==> src/rtl/hdlc_rx_pkg.sv <==
package hdlc_rx_pkg;
  localparam int BYTE_W   = 8;
  localparam int CRC_W    = 16;
  localparam logic [CRC_W-1:0] CRC_POLY = 16'h8408;
  localparam logic [CRC_W-1:0] CRC_SEED = 16'hFFFF;
  localparam logic [CRC_W-1:0] CRC_GOOD = 16'hF0B8;
  localparam int FLAG_RUN = 6;  // ones inside a flag
  localparam int STUF_RUN = 5;  // ones before a stuffed zero

  typedef struct packed {
    logic eom;
    logic rbit;
    logic crc_bad;
  } rx_stat_t;

  localparam int STAT_W = $bits(rx_stat_t);
endpackage

==> src/rtl/hdlc_rx_crc.sv <==
module hdlc_rx_crc
  import hdlc_rx_pkg::*;
(
  input  logic clk_i,
  input  logic rst_ni,
  input  logic clr_i,
  input  logic en_i,
  input  logic bit_i,
  output logic good_o
);
  logic [CRC_W-1:0] crc_q, crc_d;

  always_comb begin
    crc_d = crc_q >> 1;
    if (crc_q[0] ^ bit_i) crc_d = crc_d ^ CRC_POLY;
  end

  always_ff @(posedge clk_i or negedge rst_ni) begin
    if (!rst_ni)    crc_q <= CRC_SEED;
    else if (clr_i) crc_q <= CRC_SEED;
    else if (en_i)  crc_q <= crc_d;
  end

  assign good_o = (crc_q == CRC_GOOD);
endmodule

==> src/rtl/hdlc_rx_fifo.sv <==
module hdlc_rx_fifo #(
  parameter int W     = 8,
  parameter int DEPTH = 4,
  localparam int AW   = (DEPTH > 1) ? $clog2(DEPTH) : 1,
  localparam int CW   = $clog2(DEPTH + 1)
) (
  input  logic          clk_i,
  input  logic          rst_ni,
  input  logic          push_i,
  input  logic [W-1:0]  din_i,
  input  logic          pop_i,
  output logic [W-1:0]  dout_o,
  output logic          empty_o,
  output logic          full_o,
  output logic [CW-1:0] count_o
);
  logic [W-1:0]  mem_q [DEPTH];
  logic [AW-1:0] wp_q, rp_q;
  logic [CW-1:0] cnt_q;
  logic          do_push, do_pop;

  assign empty_o = (cnt_q == '0);
  assign full_o  = (cnt_q == CW'(DEPTH));
  assign do_push = push_i && !full_o;
  assign do_pop  = pop_i && !empty_o;
  assign dout_o  = mem_q[rp_q];
  assign count_o = cnt_q;

  always_ff @(posedge clk_i or negedge rst_ni) begin
    if (!rst_ni) begin
      wp_q  <= '0;
      rp_q  <= '0;
      cnt_q <= '0;
      for (int i = 0; i < DEPTH; i++) mem_q[i] <= '0;
    end else begin
      if (do_push) begin
        mem_q[wp_q] <= din_i;
        wp_q <= (wp_q == AW'(DEPTH - 1)) ? '0 : wp_q + 1'b1;
      end
      if (do_pop) rp_q <= (rp_q == AW'(DEPTH - 1)) ? '0 : rp_q + 1'b1;
      cnt_q <= cnt_q + CW'(do_push) - CW'(do_pop);
    end
  end

  assert_no_overflow_R11: assert property (@(posedge clk_i) disable iff (!rst_ni)
    full_o && push_i && !pop_i |=> count_o == CW'(DEPTH));
  assert_count_bound_R11: assert property (@(posedge clk_i) disable iff (!rst_ni)
    count_o <= CW'(DEPTH));
endmodule

==> src/rtl/hdlc_rx_deframer.sv <==
module hdlc_rx_deframer
  import hdlc_rx_pkg::*;
#(
  parameter int JUNK_BITS = 6,   // flag bits that enter the data path before detection
  localparam int DL = CRC_W + JUNK_BITS,
  localparam int CW = $clog2(DL + 1)
) (
  input  logic              clk_i,
  input  logic              rst_ni,
  input  logic              bit_en_i,
  input  logic              bit_i,
  input  logic              crc_chk_en_i,
  output logic              push_o,
  output logic [BYTE_W-1:0] push_data_o,
  output rx_stat_t          push_stat_o
);
  logic [2:0]        ones_q;
  logic              in_frame_q;
  logic [DL-1:0]     dl_q;
  logic [CW-1:0]     fcnt_q;
  logic [BYTE_W-1:0] acc_q, pend_q, acc_nxt;
  logic [2:0]        acnt_q;
  logic              pend_v_q;

  logic is_flag, is_abort, is_data, asm_en, crc_en, frame_ok, crc_good;

  always_comb begin
    is_flag  = bit_en_i && !bit_i && (ones_q == 3'(FLAG_RUN));
    is_abort = bit_en_i &&  bit_i && (ones_q == 3'(FLAG_RUN));
    is_data  = bit_en_i && in_frame_q && (ones_q < 3'(STUF_RUN));
    crc_en   = is_data && (fcnt_q >= CW'(JUNK_BITS));
    asm_en   = is_data && (fcnt_q == CW'(DL));
    frame_ok = is_flag && in_frame_q && (fcnt_q == CW'(DL));
    acc_nxt  = {dl_q[DL-1], acc_q[BYTE_W-1:1]};
  end

  hdlc_rx_crc u_crc (
    .clk_i  (clk_i),
    .rst_ni (rst_ni),
    .clr_i  (is_flag || is_abort),
    .en_i   (crc_en),
    .bit_i  (dl_q[JUNK_BITS-1]),
    .good_o (crc_good)
  );

  always_comb begin
    push_o = (asm_en && acnt_q == '0 && pend_v_q) ||
             (frame_ok && (acnt_q != '0 || pend_v_q));
    push_data_o          = (is_flag && acnt_q != '0) ? acc_q : pend_q;
    push_stat_o.eom      = is_flag;
    push_stat_o.rbit     = is_flag && (acnt_q != '0);
    push_stat_o.crc_bad  = is_flag && crc_chk_en_i && !crc_good;
  end

  always_ff @(posedge clk_i or negedge rst_ni) begin
    if (!rst_ni) begin
      ones_q     <= '0;
      in_frame_q <= 1'b0;
      dl_q       <= '0;
      fcnt_q     <= '0;
      acc_q      <= '0;
      acnt_q     <= '0;
      pend_q     <= '0;
      pend_v_q   <= 1'b0;
    end else begin
      if (bit_en_i) ones_q <= !bit_i ? 3'd0 : (ones_q == 3'd7) ? 3'd7 : ones_q + 3'd1;
      if (is_flag || is_abort) begin
        in_frame_q <= is_flag;
        fcnt_q     <= '0;
        acnt_q     <= '0;
        pend_v_q   <= 1'b0;
      end else if (is_data) begin
        dl_q   <= {dl_q[DL-2:0], bit_i};
        fcnt_q <= (fcnt_q == CW'(DL)) ? fcnt_q : fcnt_q + 1'b1;
        if (asm_en) begin
          acc_q  <= acc_nxt;
          acnt_q <= acnt_q + 3'd1;
          if (acnt_q == 3'd7) begin
            pend_q   <= acc_nxt;
            pend_v_q <= 1'b1;
          end else if (acnt_q == '0) begin
            pend_v_q <= 1'b0;
          end
        end
      end
    end
  end

  assert_no_push_idle_R3: assert property (@(posedge clk_i) disable iff (!rst_ni)
    push_o |-> in_frame_q);
  assert_abort_leaves_frame_R3: assert property (@(posedge clk_i) disable iff (!rst_ni)
    is_abort |=> !in_frame_q && !pend_v_q);
  assert_fcnt_bound_R4: assert property (@(posedge clk_i) disable iff (!rst_ni)
    fcnt_q <= CW'(DL));
endmodule

==> src/rtl/hdlc_rx_residual.sv <==
module hdlc_rx_residual
  import hdlc_rx_pkg::*;
#(
  parameter int FIFO_DEPTH = 4,
  localparam int CNT_W = $clog2(FIFO_DEPTH + 1)
) (
  input  logic        clk_i,
  input  logic        rst_ni,
  input  logic        bit_en_i,
  input  logic        bit_i,
  input  logic        crc_chk_en_i,
  input  logic        rd_i,
  output logic        rd_valid_o,
  output logic [7:0]  rd_data_o,
  output logic        rd_eom_o,
  output logic        rd_rbit_o,
  input  logic        reg_we_i,
  input  logic [7:0]  reg_wdata_i,
  output logic [7:0]  reg_rdata_o
);
  localparam logic [7:0] CRC_ERR_MASK = 8'h08;
  localparam logic [7:0] OVR_MASK     = 8'h04;

  logic              push;
  logic [BYTE_W-1:0] push_data;
  rx_stat_t          push_stat, head_stat;
  logic [STAT_W-1:0] head_raw;
  logic              d_empty, d_full, s_empty, s_full;
  logic [CNT_W-1:0]  d_cnt, s_cnt;
  logic              seen_q, head_new, crc_err_q, ovr_q;
  logic              clr_crc, clr_ovr;

  hdlc_rx_deframer u_deframer (
    .clk_i        (clk_i),
    .rst_ni       (rst_ni),
    .bit_en_i     (bit_en_i),
    .bit_i        (bit_i),
    .crc_chk_en_i (crc_chk_en_i),
    .push_o       (push),
    .push_data_o  (push_data),
    .push_stat_o  (push_stat)
  );

  hdlc_rx_fifo #(.W(BYTE_W), .DEPTH(FIFO_DEPTH)) u_data_fifo (
    .clk_i (clk_i), .rst_ni (rst_ni),
    .push_i (push), .din_i (push_data), .pop_i (rd_i),
    .dout_o (rd_data_o), .empty_o (d_empty), .full_o (d_full), .count_o (d_cnt)
  );

  hdlc_rx_fifo #(.W(STAT_W), .DEPTH(FIFO_DEPTH)) u_stat_fifo (
    .clk_i (clk_i), .rst_ni (rst_ni),
    .push_i (push), .din_i (push_stat), .pop_i (rd_i),
    .dout_o (head_raw), .empty_o (s_empty), .full_o (s_full), .count_o (s_cnt)
  );

  assign head_stat  = rx_stat_t'(head_raw);
  assign rd_valid_o = !d_empty;
  assign rd_eom_o   = head_stat.eom;
  assign rd_rbit_o  = head_stat.rbit;
  assign head_new   = rd_valid_o && !seen_q;
  assign clr_crc    = reg_we_i && ((reg_wdata_i & CRC_ERR_MASK) != '0);
  assign clr_ovr    = reg_we_i && ((reg_wdata_i & OVR_MASK) != '0);

  always_ff @(posedge clk_i or negedge rst_ni) begin
    if (!rst_ni) begin
      seen_q    <= 1'b0;
      crc_err_q <= 1'b0;
      ovr_q     <= 1'b0;
    end else begin
      seen_q <= rd_i ? 1'b0 : rd_valid_o;
      if (head_new && head_stat.eom) crc_err_q <= head_stat.crc_bad;
      else if (clr_crc)              crc_err_q <= 1'b0;
      if (push && (d_full || s_full)) ovr_q <= 1'b1;
      else if (clr_ovr)               ovr_q <= 1'b0;
    end
  end

  assign reg_rdata_o = {4'b0000, crc_err_q, ovr_q, 2'b00};

  assert_fifo_lockstep_R11: assert property (@(posedge clk_i) disable iff (!rst_ni)
    d_cnt == s_cnt && d_empty == s_empty);
  assert_crc_err_stable_R9: assert property (@(posedge clk_i) disable iff (!rst_ni)
    !head_new && !clr_crc |=> $stable(crc_err_q));
  assert_crc_rise_from_head_R6: assert property (@(posedge clk_i) disable iff (!rst_ni)
    $rose(crc_err_q) |-> $past(head_new && head_stat.eom && head_stat.crc_bad));
  assert_low_bits_zero_R10: assert property (@(posedge clk_i) disable iff (!rst_ni)
    reg_we_i |=> reg_rdata_o[1:0] == 2'b00);
endmodule

==> config.mk <==
export PLATFORM = sky130hd
export DESIGN_NAME = hdlc_rx_residual
export DESIGN_NICKNAME = d
export VERILOG_FILES = /design/src/rtl/hdlc_rx_pkg.sv /design/src/rtl/hdlc_rx_crc.sv /design/src/rtl/hdlc_rx_fifo.sv /design/src/rtl/hdlc_rx_deframer.sv /design/src/rtl/hdlc_rx_residual.sv
export SDC_FILE = /design/constraint.sdc
export NUM_CORES = 1
export LEC_CHECK = 0
export BUFFER_PORTS_ARGS = -buffer_cell sky130_fd_sc_hd__buf_2
export CAP_MARGIN = 10
export CORE_MARGIN = 2
export CORE_UTILIZATION = 65
export DETAILED_ROUTE_END_ITERATION = 12
export GPL_TIMING_DRIVEN = 0
export MAX_ROUTING_LAYER = met4
export PLACE_DENSITY = 0.84
export SLEW_MARGIN = 20
export SYNTH_ARGS = -nofsm -noshare
export SYNTH_HDL_FRONTEND = slang
export SYNTH_HIERARCHICAL = 1
export SYNTH_SLANG_ARGS = --single-unit
==> constraint.sdc <==
create_clock -name clk_i -period 5.1 [get_ports clk_i]
set_input_delay 1.275 -clock clk_i [delete_from_list [all_inputs] [get_ports clk_i]]
set_output_delay 1.275 -clock clk_i [all_outputs]
set_load 0.05 [all_outputs]
==> reports/results.tsv <==
stage	metric	value	unit
status	status	finished clean	
finish	commonest non-fill, non-tap cell in the layout	dfrtp_1	
clock_network	Clock Sinks	128	
critical_path	crit path kind	input pin to flop	
placed_design	HPWL after detailed placement	7.50	mm
clock_network	Clock Pin Slew Worst Setup and Hold Paths	0.06	ns
power	Cell Pwr Density	444	nW/um^2
timing	slew margin rel.	47.3	%
route	1st-iter DRT viols	207	
job	max-cap violations	0	
clock_network	CTS tree	yes	
logic_synthesis	Syn Inst Count	445	
die	die width	102	um
clock_network	clk buf depth	2	
finish	number of antenna diodes	0	
timing	final setup fails	0	
die	starting density of the core	67.2	%
critical_path	crit path max fanout	11	
route	vias per cell	5.84	
clock_network	CTS H-tree depth	4	
clock_network	# hold bufs at CTS	0	
global_route	antenna violations before repair	0	
logic_synthesis	area fraction in and, or, nand and nor cells after synthesis	9.15	%
logic_synthesis	post-synthesis mux area share	24.5	%
route	Routed WL per cell	18.0	um
clock_network	setup repair bufs after CTS	0	
logic_synthesis	synthesized area per cell	14.0	um^2
critical_path	startpoint types	input pin	
timing	Final Slew Violations	0	
timing	Slew @ Worst Pin	0.787	ns
logic_synthesis	Yosys reg bits	128	
global_route	vias in the first global route	3906	
die	Chip Height	102	um
logic_synthesis	adder-cell share of the synthesized area	4.88	%
clock_network	root buffer cell	clkbuf_8	
global_route	first-pass GRT wire length	18.8	mm
timing	RSZ-0062 raised after global routing	no	
logic_synthesis	xor/xnor cell area share of the yosys netlist	1.47	%
finish	post-route cell area	7130	um^2
critical_path	r2r setup slk	1.43	ns
placed_design	# port buffers	20	
die	std cell rows	35	
finish	fin nets	528	
timing	final hold vios	0	
clock_network	Skew-Pair Late Insertion Delay	0.52	ns
timing	Fin Setup TNS	0	ns
clock_network	post-CTS sizing	0	
logic_synthesis	Synthesis Warnings	6	
critical_path	critical path endpoint category	flop	
global_route	gr ovfl total	0	
logic_synthesis	number of synthesized flops with an enable pin	0	
finish	most frequent cells in the layout	112 x dfrtp_1, 77 x mux2_2, 24 x buf_2	
route	Antenna Nets Post-Route	0	
logic_synthesis	Netlist cell types	57	
power	Lkg Pwr	3.58	nW
critical_path	Req. time, crit path	5.52	ns
critical_path	Crit path arrival time	4.26	ns
global_route	largest net degree at the start of global routing	66	
logic_synthesis	Compound-Gate Fraction of Synth Area	4.35	%
route	1st-pass router iterations	4	
route	WL final	11.4	mm
timing	Max Freq	261	MHz
die	IO Pins	34	
placed_design	Post-DP Area	6530	um^2
logic_synthesis	largest family of logic cells by synthesized area	multiplexers	
die	total die area	10400	um^2
global_route	GRT Total Usage	25.1	%
route	Vias	3694	
clock_network	CTS Buf Count	17	
finish	ratio of cells with drive above 1 in the final layout	42.7	%
logic_synthesis	ys async rst share	100	%
route	DRC	0	
worst_hold_path	Hold WC Path Type	flop to flop	
power	Max VDD drop	0.290	mV
finish	P&R area growth vs syn	14.8	%
timing	Period Utilization, post-route	75.1	%
logic_synthesis	Mapped Area	6210	um^2
timing	final clock skew	0.00645	ns
timing	Final min period	3.83	ns
die	Core Region	9240	um^2
logic_synthesis	register area share after synthesis	51.9	%
placed_design	GPL Wtd Cong	0.868	
logic_synthesis	Top FF cell, synth	dfrtp_1	
worst paths after layout:
check                                                 start                           endpoint  cells after the start
max                                                bit_en_i   u_stat_fifo/count_o[2]$_DFF_PN0_                     13
min                         u_deframer/dl_q[11]$_DFFE_PN0P_    u_deframer/dl_q[12]$_DFFE_PN0P_                      1
max reg2reg                u_deframer/ones_q[0]$_DFFE_PN0P_   u_stat_fifo/count_o[2]$_DFF_PN0_                     14
min reg2reg                 u_deframer/dl_q[11]$_DFFE_PN0P_    u_deframer/dl_q[12]$_DFFE_PN0P_                      1
max in group asynchronous                            rst_ni  u_data_fifo/mem_q[22]$_DFFE_PN0P_                      2
min in group asynchronous                            rst_ni    u_stat_fifo/wp_q[0]$_DFFE_PN0P_                      1
cell families (layout without fill, tap and decap cells):
kind of cell | after synthesis | in the layout
buffers and inverters | 45 | 98
XOR/XNOR | 7 | 7
AND/OR/NAND/NOR | 87 | 87
adder cells (fa/ha/maj) | 23 | 23
flip-flops | 128 | 128
multiplexers | 118 | 118
AO/OA/AOI/OAI | 36 | 36
other | 1 | 6
worst max-delay path, cell delays in order:
cell and delay (ns):
buf_6 0.12, and2_1 0.13, clkbuf_1 0.26, a32oi_1 0.16, nor2_1 0.64, nand2_1 0.30
ha_1 0.38, inv_1 0.06, ha_1 0.13, inv_1 0.05, fa_1 0.39, xnor2_1 0.18
xnor2_1 0.16
area by class of cell:
cell class                      count  area, um^2
Tap cell                          129         161
Fill cell                         545        2110
Sequential cell                   128        3220
Inverter                           21        78.8
Clock buffer                       18         428
Buffer                             24         153
Timing Repair Buffer               21         134
Multi-Input combinational cell    277        2780
Clock inverter                     14         179
flip-flops by register name, indices dropped and copies added, names as in the netlist, 2 cells and up:
name                    count
u_deframer/u_crc/crc_q     16
u_deframer/acnt_q           3
u_data_fifo/count_o         3
u_deframer/dl_q            22
u_data_fifo/mem_q          32
u_deframer/fcnt_q           5
u_data_fifo/wp_q            2
u_stat_fifo/wp_q            2
u_data_fifo/rp_q            2
u_deframer/acc_q            8
u_stat_fifo/count_o         3
u_stat_fifo/mem_q          12
u_deframer/pend_q           8
u_stat_fifo/rp_q            2
u_deframer/ones_q           3
metal layers:
layer	track usage, %	share of wire [%]	vias up
li1	-	-	1673
met4	9.77	1.2	0
met1	31.6	43	1915
met3	6.83	3.4	13
met2	38.9	52	93
met5	-	0	-
per-stage QoR:
stage | power [W] | utilization, % | worst slack (ns) | std cells | hold slack (ns)
after floorplan | 0.00180 | - | 1.31 | 450 | 0.452
after global routing | 0.00333 | 77.2 | 1.11 | 632 | 0.516
after detailed placement | 0.00195 | 70.6 | 0.820 | 600 | 0.473
final | 0.00316 | 77.2 | 1.27 | 632 | 0.494
after CTS | 0.00319 | 77.2 | 1.33 | 632 | 0.498
after global placement | 0.00190 | 70.3 | 0.927 | 599 | 0.464
synthesized netlist by cell type (2+ instances only):
library cell,n,area (um^2)
dfrtp_1,112,2800
mux2_2,77,867
ha_1,21,263
nand2_1,21,78.8
inv_1,20,75.1
mux2_4,20,300
nor2b_1,17,106
a211o_1,16,140
dfstp_2,16,420
mux4_2,11,248
buf_4,9,67.6
nor2_1,7,26.3
a21oi_1,6,30.0
clkbuf_1,6,22.5
mux2i_1,6,60.1
buf_2,5,25.0
nand2b_1,5,31.3
nor2_2,5,31.3
and3_4,4,45.0
mux2_1,4,45.0
nand4_1,4,25.0
nor3_1,4,20.0
o21ai_0,4,20.0
xnor2_1,4,35.0
buf_6,3,33.8
nand3_1,3,15.0
a211oi_1,2,15.0
fa_1,2,40.0
o31ai_1,2,15.0
xor3_1,2,47.6
power by group:
part / switching (W) / internal (W) / total (W)
sequential: 0.000139 / 0.00120 / 0.00134
combinational: 0.000286 / 0.000318 / 0.000604
clock: 0.000456 / 0.000765 / 0.00122
total: 0.000881 / 0.00228 / 0.00316
Note: power is estimated with default switching activity, not from simulation.
